**src/rtl/alu_pkg.sv**
```systemverilog
package alu_pkg;

  typedef enum logic [1:0] {
    SEL_AND  = 2'b00,
    SEL_OR   = 2'b01,
    SEL_SUM  = 2'b10,
    SEL_LESS = 2'b11
  } sliceSel_t;

  // Strobes that the control hands to the slice datapath.
  typedef struct packed {
    sliceSel_t sel;
    logic      aInvert;
    logic      bInvert;
    logic      carrySeed;
  } aluStrobes_t;

endpackage

```
**src/rtl/alu_ctrl.sv**
```systemverilog
module alu_ctrl
  import alu_pkg::*;
(
  input  logic [1:0]  opSel,
  input  logic        bNegate,
  input  logic        aInvert,
  output aluStrobes_t strobes
);

  always_comb begin
    strobes.sel       = sliceSel_t'(opSel);
    strobes.aInvert   = aInvert;
    strobes.bInvert   = bNegate;
    // one's complement plus this seed gives the two's complement of B
    strobes.carrySeed = bNegate;
  end

endmodule

```
**src/rtl/alu_slice.sv**
```systemverilog
module alu_slice
  import alu_pkg::*;
(
  input  aluStrobes_t strobes,
  input  logic        aBit,
  input  logic        bBit,
  input  logic        carryIn,
  input  logic        lessIn,
  output logic        resBit,
  output logic        sumBit,
  output logic        carryOutBit
);

  logic aEff;
  logic bEff;
  logic halfSum;

  assign aEff        = aBit ^ strobes.aInvert;
  assign bEff        = bBit ^ strobes.bInvert;
  assign halfSum     = aEff ^ bEff;
  assign sumBit      = halfSum ^ carryIn;
  assign carryOutBit = (aEff & bEff) | (carryIn & halfSum);

  always_comb begin
    unique case (strobes.sel)
      SEL_AND:  resBit = aEff & bEff;
      SEL_OR:   resBit = aEff | bEff;
      SEL_SUM:  resBit = sumBit;
      SEL_LESS: resBit = lessIn;
      default:  resBit = 1'b0;
    endcase
  end

endmodule

```
**src/rtl/alu_datapath.sv**
```systemverilog
module alu_datapath
  import alu_pkg::*;
#(
  parameter int WIDTH = 32
)(
  input  aluStrobes_t      strobes,
  input  logic [WIDTH-1:0] opA,
  input  logic [WIDTH-1:0] opB,
  output logic [WIDTH-1:0] result,
  output logic             zero,
  output logic             overflow,
  output logic             carryOut
);

  localparam int MSB = WIDTH - 1;

  logic [WIDTH:0]   carryChain;
  logic [WIDTH-1:0] sumVec;
  logic             setBit;

  assign carryChain[0] = strobes.carrySeed;
  assign setBit        = sumVec[MSB];

  for (genvar i = 0; i < WIDTH; i++) begin : g_slice
    logic lessIn;
    if (i == 0) begin : g_lsb
      assign lessIn = setBit;
    end else begin : g_upper
      assign lessIn = 1'b0;
    end

    alu_slice u_slice (
      .strobes     (strobes),
      .aBit        (opA[i]),
      .bBit        (opB[i]),
      .carryIn     (carryChain[i]),
      .lessIn      (lessIn),
      .resBit      (result[i]),
      .sumBit      (sumVec[i]),
      .carryOutBit (carryChain[i+1])
    );
  end

  assign zero     = ~(|result);
  assign carryOut = carryChain[WIDTH];
  assign overflow = carryChain[MSB] ^ carryChain[WIDTH];

endmodule

```
**src/rtl/bitslice_alu.sv**
```systemverilog
module bitslice_alu
  import alu_pkg::*;
#(
  parameter int WIDTH = 32
)(
  input  logic [WIDTH-1:0] opA,
  input  logic [WIDTH-1:0] opB,
  input  logic [1:0]       opSel,
  input  logic             bNegate,
  input  logic             aInvert,
  output logic [WIDTH-1:0] result,
  output logic             zero,
  output logic             overflow,
  output logic             carryOut
);

  aluStrobes_t strobes;

  alu_ctrl u_ctrl (
    .opSel   (opSel),
    .bNegate (bNegate),
    .aInvert (aInvert),
    .strobes (strobes)
  );

  alu_datapath #(.WIDTH(WIDTH)) u_dp (
    .strobes  (strobes),
    .opA      (opA),
    .opB      (opB),
    .result   (result),
    .zero     (zero),
    .overflow (overflow),
    .carryOut (carryOut)
  );

endmodule

```
**config.mk**
```make
export PLATFORM = sky130hd
export DESIGN_NAME = bitslice_alu
export DESIGN_NICKNAME = d
export VERILOG_FILES = /design/src/rtl/alu_pkg.sv /design/src/rtl/alu_ctrl.sv /design/src/rtl/alu_slice.sv /design/src/rtl/alu_datapath.sv /design/src/rtl/bitslice_alu.sv
export SDC_FILE = /design/constraint.sdc
export NUM_CORES = 1
export LEC_CHECK = 0
export BUFFER_PORTS_ARGS = -buffer_cell sky130_fd_sc_hd__buf_2
export CORE_MARGIN = 8
export CORE_UTILIZATION = 37
export DETAILED_ROUTE_END_ITERATION = 8
export GPL_ROUTABILITY_DRIVEN = 0
export PLACE_DENSITY = 0.7
export SKIP_LAST_GASP = 1
export SLEW_MARGIN = 10
export SYNTH_ARGS = -nofsm -noshare
export SYNTH_HDL_FRONTEND = slang
export SYNTH_SLANG_ARGS = --single-unit
```
**constraint.sdc**
```tcl
create_clock -name vclk -period 28.4
set_input_delay 5.68 -clock vclk [all_inputs]
set_output_delay 5.68 -clock vclk [all_outputs]
set_load 0.02 [all_outputs]
```
==> impl_results.md <==
- WS Path Type: input port to output port
- Crit-path max cell delay: roughly 480 ps
- Most numerous cell in the Yosys netlist: inv_1
- Share of cells above drive strength 1: 25.90%
- Die Area: approximately 12,000 um2
- Peak Freq: around 40 MHz
- Initial antenna violation count: 0
- Vias: 2,568
- Setup WS post-layout: about 3300 ps
- Hold path cells: 5
- FF+latch area: 0 um2
- Synth unique cells: 24
- Crit-path most repeated cell: fa_1
- Layout area overhead: 8.656%
- Net Count, Synth: about 560
- HP Class: input port to output port
- Mapped Cells: slightly below 400
- Post-CTS sizing: 0
- CORE AREA: 8721 um2
- Required time of the critical path: roughly 23,000 ps
- Maximum ir drop on the vdd rail: 13.28 uV
- Routed len/inst: ~15 um
- Top cells by area, synth: ha_1, fa_1, xor2_1
- PwrDens: 27.90 nW/um2
- FP Rows: 34
- CP Capture Type: output port
- Startpoint Class: input port
- Crit Path Max Fanout: 17
- Outcome: finished, final reports clean
- Initial DRC count: 85
- Fillers: around 890
- # diodes: 0
- Final setup viols: 0
- Placement Setup Slack: around 3300 ps
- Hold buffer count at cts: 0
- Area share of the largest cell type after synthesis: 24.09%
- Setup TNS: 0 ps
- Port Buffer Count: just over 100
- Area leader, netlist: ha_1
- Routed WL: 8485 um
- Critical hold path startpoint: opA[2]
- Clkbuf count: 0
- DP HPWL: 6967 um
- Initial Utilization: roughly two fifths
- Maxcap violations: 0
- Global-route wire length before repair: 14,140 um
- Area of the mapped netlist: ~3300 um2
- DR DRC count: 0
- Die X: ~110 um
- Slew Limit Fails: 0
- First drt pass iteration count: 5
- P_leak: between 2 and 2.5 nW
- Detail Route Antenna Nets: 0
- Post-synthesis sequential area ratio: 0%
- Largest net degree at the start of global routing: 38
- Top cells by count, synth: inv_1, ha_1, xor2_1, buf_4
- Total GRT Usage: a little over an eighth
- Hold Path Sink: result[2]
- Crit path DAT: 19,430 ps
- Fin crit share: 88.40%
- Final Util: between 40% and 50%
- Syn Area/Cell: between 8 and 9 um2
- Avg Vias per Cell: ~4.7
- Tightest Pin Transition: 701.1 ps
- Vias in the first global route: roughly 2,900
- Setup bufs post-CTS: 0
- DIE HEIGHT: approximately 110 um
- Slew HR: a little over half
- Slowest library cell on the worst path: fa_1
- Total power: around 100 uW
- Synth warn: 0
- Min Clock Period, post-route: approximately 25,000 ps
- Fin. Hold Viols: 0
- I/O pins: 103
- Nets: around 610
- Congestion Overflow GR: 0
- RSZ-0062 raised after global routing: no
- FFs & Latches: 0
per-stage QoR:
step / std cells / hold slack (ps) / area [um2]
final: 552 / 12000 / 3612
after global routing: 552 / 12040 / 3612
after floorplan: 392 / 11730 / 3324
after global placement: 552 / 11990 / 3612
after detailed placement: 552 / 12000 / 3612
after CTS: 552 / 12010 / 3612
kinds of logic after synthesis:
family                     synth area share (%)
buffers and inverters                     19.46
xor gates and xnor gates                  17.39
adders and majority gates                 42.76
AOI/OAI and AO/OA                         10.65
muxes                                     1.807
and+or+nand+nor                           7.941
worst max-delay path: cells and delay by family:
family                   cells  cell delay [ps]
XOR/XNOR                     1              160
AND/OR/NAND/NOR              4              690
buffers and inverters        8             1340
adder cells (fa/ha/maj)     31            11080
AO/OA/AOI/OAI                3              440
cells in the final DEF, fill, tap and decap left out, types with 2 or more instances in the layout:
master,synthesis,final
buf_2,11,103
inv_1,70,70
ha_1,64,64
xor2_1,60,60
o22ai_1,31,31
fa_1,31,31
nor2b_1,22,22
a21oi_1,20,20
mux2i_1,6,6
xnor2_1,6,6
nand2_1,5,5
o21ai_0,5,5
nor4_1,5,5
a21oi_2,4,4
nor4_2,3,3
nor2_1,2,2
buf_4,32,2
worst max path at each step:
stage | startpoint | endpoint | slack [ps] | cells past startpoint
finish | aInvert | zero | 3290 | 47
global placement | aInvert | zero | 3540 | 47
global route | aInvert | zero | 2780 | 47
CTS | aInvert | zero | 3260 | 47
floorplan | bNegate | zero | 4460 | 46
detailed placement | aInvert | zero | 3300 | 47
layer usage:
metal / routed length [um] / GRT usage (%) / up-vias / share of wire [%]
li1: - / - / 1279 / -
met1: 3476 / 14.34 / 1212 / 41
met2: 4370 / 25.68 / 69 / 52
met3: 499 / 3.084 / 8 / 5.9
met4: 138 / 2.342 / 0 / 1.6
met5: 0 / 0 / - / 0
final cells by class:
type                            count  area (um2)  area share, %
Inverter                           71       269.0          7.447
Tap cell                          108       135.1          3.741
Multi-Input combinational cell    268        2678          74.13
Timing Repair Buffer              105       530.5          14.69
power by group:
part	switching [mW]	leakage, nW	internal [mW]	total, mW
clock network	0	0	0	0
logic	0.0617	2.00	0.0391	0.101
registers	0	0	0	0
total	0.0617	2.00	0.0391	0.101
Note: power is estimated with default switching activity, not from simulation.
